**src/rtl/zcal_pkg.sv**
```systemverilog
package zcal_pkg;

    parameter int CODE_W = 6;
    typedef logic [CODE_W-1:0] code_t;

    // code = OHM_OFS - impedance in ohms
    localparam int OHM_OFS = 80;

    function automatic code_t ohm_to_code(input int ohm);
        return code_t'(OHM_OFS - ohm);
    endfunction

    localparam code_t CODE_LO     = ohm_to_code(70);
    localparam code_t CODE_HI     = ohm_to_code(35);
    localparam code_t CODE_DEF    = ohm_to_code(50);
    localparam code_t CODE_STRONG = '1;

    typedef enum logic [1:0] {
        PH_INIT  = 2'd0,
        PH_WAIT  = 2'd1,
        PH_BURST = 2'd2
    } phase_e;

    typedef struct packed {
        logic vld;
        logic up;
    } hist_t;

endpackage

```
**src/rtl/zcal_timer.sv**
```systemverilog
module zcal_timer
    import zcal_pkg::*;
#(
    parameter int INIT_CYCLES = 1024,
    parameter int PERIOD      = 4096,
    parameter int BURST       = 64
) (
    input  logic   clk,
    input  logic   rst,
    output phase_e phase
);
    localparam int GAP   = PERIOD - BURST;
    localparam int MAXC  = (INIT_CYCLES > PERIOD) ? INIT_CYCLES : PERIOD;
    localparam int CNT_W = $clog2(MAXC) + 1;

    logic [CNT_W-1:0] cnt;
    logic [CNT_W-1:0] last;
    phase_e           nxt;

    always_comb begin
        unique case (phase)
            PH_INIT:  begin last = CNT_W'(INIT_CYCLES - 1); nxt = PH_WAIT;  end
            PH_WAIT:  begin last = CNT_W'(GAP - 1);         nxt = PH_BURST; end
            default:  begin last = CNT_W'(BURST - 1);       nxt = PH_WAIT;  end
        endcase
    end

    always_ff @(posedge clk) begin
        if (rst) begin
            phase <= PH_INIT;
            cnt   <= '0;
        end else if (cnt == last) begin
            phase <= nxt;
            cnt   <= '0;
        end else begin
            cnt <= cnt + 1'b1;
        end
    end

    p_init_len_r4: assert property (@(posedge clk) disable iff (rst)
        (phase == PH_INIT) |-> (cnt < CNT_W'(INIT_CYCLES)));

    p_burst_len_r8: assert property (@(posedge clk) disable iff (rst)
        (phase == PH_BURST) |-> (cnt < CNT_W'(BURST)));

    p_no_return_init_r8: assert property (@(posedge clk) disable iff (rst)
        (phase != PH_INIT) |=> (phase != PH_INIT));

endmodule

```
**src/rtl/zcal_search.sv**
```systemverilog
module zcal_search
    import zcal_pkg::*;
(
    input  logic  clk,
    input  logic  rst,
    input  logic  active,
    input  logic  cmp_up,
    output code_t srch
);
    hist_t hist;
    logic  agree;

    assign agree = hist.vld && (hist.up == cmp_up);

    always_ff @(posedge clk) begin
        if (rst) begin
            srch <= CODE_DEF;
            hist <= '0;
        end else if (!active) begin
            hist.vld <= 1'b0;
        end else if (agree) begin
            hist.vld <= 1'b0;
            if (cmp_up && (srch < CODE_HI))
                srch <= srch + 1'b1;
            else if (!cmp_up && (srch > CODE_LO))
                srch <= srch - 1'b1;
        end else begin
            hist <= '{vld: 1'b1, up: cmp_up};
        end
    end

    p_range_r3: assert property (@(posedge clk) disable iff (rst)
        (srch >= CODE_LO) && (srch <= CODE_HI));

    p_one_lsb_r6: assert property (@(posedge clk) disable iff (rst)
        (srch != $past(srch)) |->
            ((srch == $past(srch) + 1'b1) || (srch == $past(srch) - 1'b1)));

    p_frozen_r9: assert property (@(posedge clk) disable iff (rst)
        !active |=> $stable(srch));

    p_step_after_pair_r6: assert property (@(posedge clk) disable iff (rst)
        (srch != $past(srch)) |-> $past(hist.vld));

endmodule

```
**src/rtl/zcal_live.sv**
```systemverilog
module zcal_live
    import zcal_pkg::*;
(
    input  logic  clk,
    input  logic  rst,
    input  logic  strap_min,
    input  logic  output_idle,
    input  code_t trial,
    output code_t drive
);
    always_ff @(posedge clk) begin
        if (rst)
            drive <= CODE_DEF;
        else if (strap_min)
            drive <= CODE_STRONG;
        else if (output_idle)
            drive <= trial;
    end

    p_hold_busy_r7: assert property (@(posedge clk) disable iff (rst)
        (!output_idle && !strap_min) |=> $stable(drive));

    p_strap_strong_r5: assert property (@(posedge clk) disable iff (rst)
        strap_min |=> (drive == CODE_STRONG));

endmodule

```
**src/rtl/zcal_seq.sv**
```systemverilog
module zcal_seq
    import zcal_pkg::*;
#(
    parameter int INIT_CYCLES = 1024,
    parameter int PERIOD      = 4096,
    parameter int BURST       = 64
) (
    input  logic              clk,
    input  logic              rst,
    input  logic              cmp_up,
    input  logic              strap_min,
    input  logic              output_idle,
    output logic [CODE_W-1:0] trial_code,
    output logic [CODE_W-1:0] drive_code,
    output logic              cal_done
);
    phase_e phase;
    logic   active;
    code_t  srch;
    code_t  drive;

    zcal_timer #(
        .INIT_CYCLES (INIT_CYCLES),
        .PERIOD      (PERIOD),
        .BURST       (BURST)
    ) u_timer (
        .clk   (clk),
        .rst   (rst),
        .phase (phase)
    );

    assign active = (phase != PH_WAIT) && !strap_min;

    zcal_search u_search (
        .clk    (clk),
        .rst    (rst),
        .active (active),
        .cmp_up (cmp_up),
        .srch   (srch)
    );

    zcal_live u_live (
        .clk         (clk),
        .rst         (rst),
        .strap_min   (strap_min),
        .output_idle (output_idle),
        .trial       (srch),
        .drive       (drive)
    );

    assign trial_code = srch;
    assign drive_code = drive;
    assign cal_done   = (phase != PH_INIT) || strap_min;

    p_done_sticky_r4: assert property (@(posedge clk) disable iff (rst)
        (cal_done && !strap_min) |=> (cal_done || $rose(strap_min) || $fell(strap_min) || strap_min || cal_done));

    p_strap_done_r5: assert property (@(posedge clk) disable iff (rst)
        strap_min |-> cal_done);

endmodule

```
**config.mk**
```make
export PLATFORM = sky130hd
export DESIGN_NAME = zcal_seq
export DESIGN_NICKNAME = d
export VERILOG_FILES = /design/src/rtl/zcal_pkg.sv /design/src/rtl/zcal_timer.sv /design/src/rtl/zcal_search.sv /design/src/rtl/zcal_live.sv /design/src/rtl/zcal_seq.sv
export SDC_FILE = /design/constraint.sdc
export NUM_CORES = 1
export LEC_CHECK = 0
export ABC_AREA = 1
export BUFFER_PORTS_ARGS = -buffer_cell sky130_fd_sc_hd__buf_4
export CORE_MARGIN = 4
export CORE_UTILIZATION = 58
export DETAILED_ROUTE_END_ITERATION = 8
export PLACE_DENSITY_LB_ADDON = 0.12
export SYNTH_ARGS = -nofsm -noshare
export SYNTH_HDL_FRONTEND = slang
export SYNTH_HIERARCHICAL = 1
export SYNTH_SLANG_ARGS = --single-unit
```
**constraint.sdc**
```tcl
create_clock -name clk -period 2.4 [get_ports clk]
set_input_delay 0.48 -clock clk [delete_from_list [all_inputs] [get_ports clk]]
set_output_delay 0.48 -clock clk [all_outputs]
set_load 0.005 [all_outputs]
```
==> results.yml <==
run_status:
  status: "complete, no violations"
critical_path:
  start_kind: "flop"
  path_common_cell: "nand2_1"
  crit_chain: "inv_1 > nand2_1 > nand3_2 > nand3_2 > ha_1 > nand2_1 > nand2_1 > nand2_1 > nand3_1 > nand2_1 > clkinv_1 > nor2_2 > nand3_1 > nand2_1 > nor2_1"
  regToRegStartpoint: "u_search/srch[0]$_SDFFE_PP0P_"
  arrival_ps: 2410
  reg2reg_to: "u_search/srch[5]$_SDFFE_PP0P_"
  setup.worst_path.class: "flop to flop"
  max_stage_delay_ps: 520
  timing.reg2reg.setup_slack_ps: 210
  reg2regPathDepth: 15
  cp-end-kind: "flop"
  required_ps: 2620
  crit_fanout: 9
  crit_start: "u_search/srch[0]$_SDFFE_PP0P_"
  slowest_stage: "dfxtp_1"
cts:
  clkSinkCount: 29
  clkLatencyLatePin_ps: 330
  cts_setup_buffers: 0
  clk_pin_slew_worst_paths_ps: 100
  cts_made_buffers: 5
  cts_buffer_depth: 2
  cts.htree.levels: 2
  post_cts.resized_instances: 0
  root_buffer: "clkbuf_4"
  tritoncts: "done"
  cts-hold-fix-buffers: 0
final_layout:
  multi_input_area_um2: 1010
  area_delta_synth_final_pct: 12.4
  fillers: 262
  final_common_cell: "nand2_1"
  final_core_util_pct: 70.1
  final_cell_mix: "nand2_1 (60), inv_1 (34), dfxtp_1 (29)"
  finalNetCount: 277
  layout.area.seq_um2: 581
  num_antenna_cells: 0
  drive_above_1_share_pct: 23.6
synth:
  post_synth_num_cell_types: 29
  ys_ff_latch: 29
  syn_nets: 253
  syn_area_per_cell_um2: 7.35
  synthTopCellsByArea: "dfxtp_1 (33%), nand2_1 (13%), nor2_4 (7.6%)"
  ys_warn_count: 6
  synth_top_cell_by_area: "dfxtp_1"
  synth.cell_area_um2: 1780
  synth_top_area_share_pct: 32.6
  yosysSeqAreaShare_pct: 32.6
  synthCells: 242
sta:
  worst_pin_slew_ps: 350
  worst_slack_ps: 207
  rsz0062_at_grt: "no"
  fin_crit_sh_pct: 91.4
  period_needed_ps: 2190
  hold_viol: 0
  fmax_mhz: 456
  drv_slew: 0
  finClkSkew_ps: 14.6
  relSlewSlack_pct: 76.6
  fin_setup_tns_ps: 0
  whs_ps: 386
  setup_violations: 0
grt:
  globalRouteOverflowTotal: 0
  track_usage_pct: 18.1
  grt_pass1_vias: 1334
  antenna_found_initial: 0
  grt_pass1_wl_mm: 5.81
  grt_max_degree: 14
floorplanning:
  fp.dieArea_um2: 4020
  fp.dieH_um: 63.4
  initial_utilization_pct: 62.4
  io_pins: 18
  die_width_um: 63.4
  row_count: 19
  core_um2: 2850
min_path:
  worstHoldStart: "rst"
  hp-class: "input pin to flop"
  whs_endpoint: "u_search/srch[0]$_SDFFE_PP0P_"
  hold-path-cell-count: 2
routing:
  wl_mm: 3.34
  wl_per_cell_um: 11.2
  drc: 0
  vias_per_cell: 4.96
  drtAntennaViolNets: 0
  vias: 1479
  first_pass_iters: 4
  drt_iter0_drc: 68
placed_design:
  dp_hpwl_mm: 2.47
  gp_routability_congestion: 0.919
  dp_slack_ps: 287
  numPortBuffers: 17
pwr:
  p_per_area_nw_per_um2: 499
  total_power_w: 0.000998
  irDropWorstVdd_mv: 0.300
  p_leak_nw: 0.874
flow_run:
  cap_violations: 0
[Yosys cell counts]
library cell	count
fa_1	1
inv_1	34
nand3b_1	1
xnor2_1	3
o21ai_0	5
nor2_4	12
nand4_1	1
nand2_1	60
buf_12	1
inv_2	1
nand2_2	7
buf_6	1
nand2_4	1
nor2_2	6
bufinv_8	1
nor2_1	23
inv_6	1
a21oi_2	2
nand3_1	20
nor3_1	2
dfxtp_1	29
nand3_2	4
clkinv_1	1
a31oi_1	1
a21oi_1	8
a21boi_4	1
ha_1	5
xor2_1	9
o211ai_1	1
[where the power goes]
| group | total, W | leakage [nW] | internal (W) | switching [W] |
|---|---|---|---|---|
| clock | 0.000350 | 0.0413 | 0.000170 | 0.000180 |
| sequential | 0.000507 | 0.236 | 0.000495 | 0.0000120 |
| combinational | 0.000141 | 0.596 | 0.0000601 | 0.0000813 |
| total | 0.000998 | 0.874 | 0.000725 | 0.000273 |
[sequential cells by signal, summed over array words and instances (netlist names)]
register and cells:
u_search/hist 2, u_search/srch 6, u_timer/phase 2, u_timer/cnt 13
u_live/drive 6
[layout make-up]
type	instances	area share [%]
inverters	38	8.07
flip-flops and latches	29	29.0
repair buffers	19	7.13
clock inverters	1	0.250
clock buffers	7	3.25
multi-input cells	173	50.3
well taps	31	1.94
[critical path, delay by kind of cell, from the launching register on]
| family | cells | cell delay [ps] |
|---|---|---|
| adder cells (fa/ha/maj) | 1 | 350 |
| flip-flops | 1 | 520 |
| buffers and inverters | 2 | 180 |
| AND/OR/NAND/NOR | 12 | 1020 |
[worst max-delay path by stage]
stage                               endpoint  slack (ps)  cells after the start
3_5_place_dp   u_search/srch[5]$_SDFFE_PP0P_         290                     15
4_1_cts        u_search/srch[5]$_SDFFE_PP0P_         260                     15
2_1_floorplan  u_search/srch[5]$_SDFFE_PP0P_         490                     15
6_report       u_search/srch[5]$_SDFFE_PP0P_         210                     15
3_3_place_gp   u_search/srch[5]$_SDFFE_PP0P_         380                     15
5_1_grt        u_search/srch[5]$_SDFFE_PP0P_          20                     15
[cell families after synthesis]
kind of cell / share of synthesized area [%]
AND/OR/NAND/NOR: 39.5
buffers and inverters: 10.8
flip-flops: 32.6
AO/OA/AOI/OAI: 6.47
XOR/XNOR: 5.91
adder cells (fa/ha/maj): 4.64
[stage by stage]
stage | cells | instance area [µm²]
floorplan | 242 | 1780
global placement | 290 | 1930
detailed placement | 290 | 1930
CTS | 298 | 2000
global route | 298 | 2000
finish | 298 | 2000
[layer usage]
metal	share of wire, %	vias to the layer above	global-route usage, %
met5	0	-	0
met4	1.5	0	6.47
met3	6.4	5	5.33
met2	41	39	26.2
met1	51	635	25.4
li1	-	800	-
No activity file was read; power rests on OpenSTA's default activity.
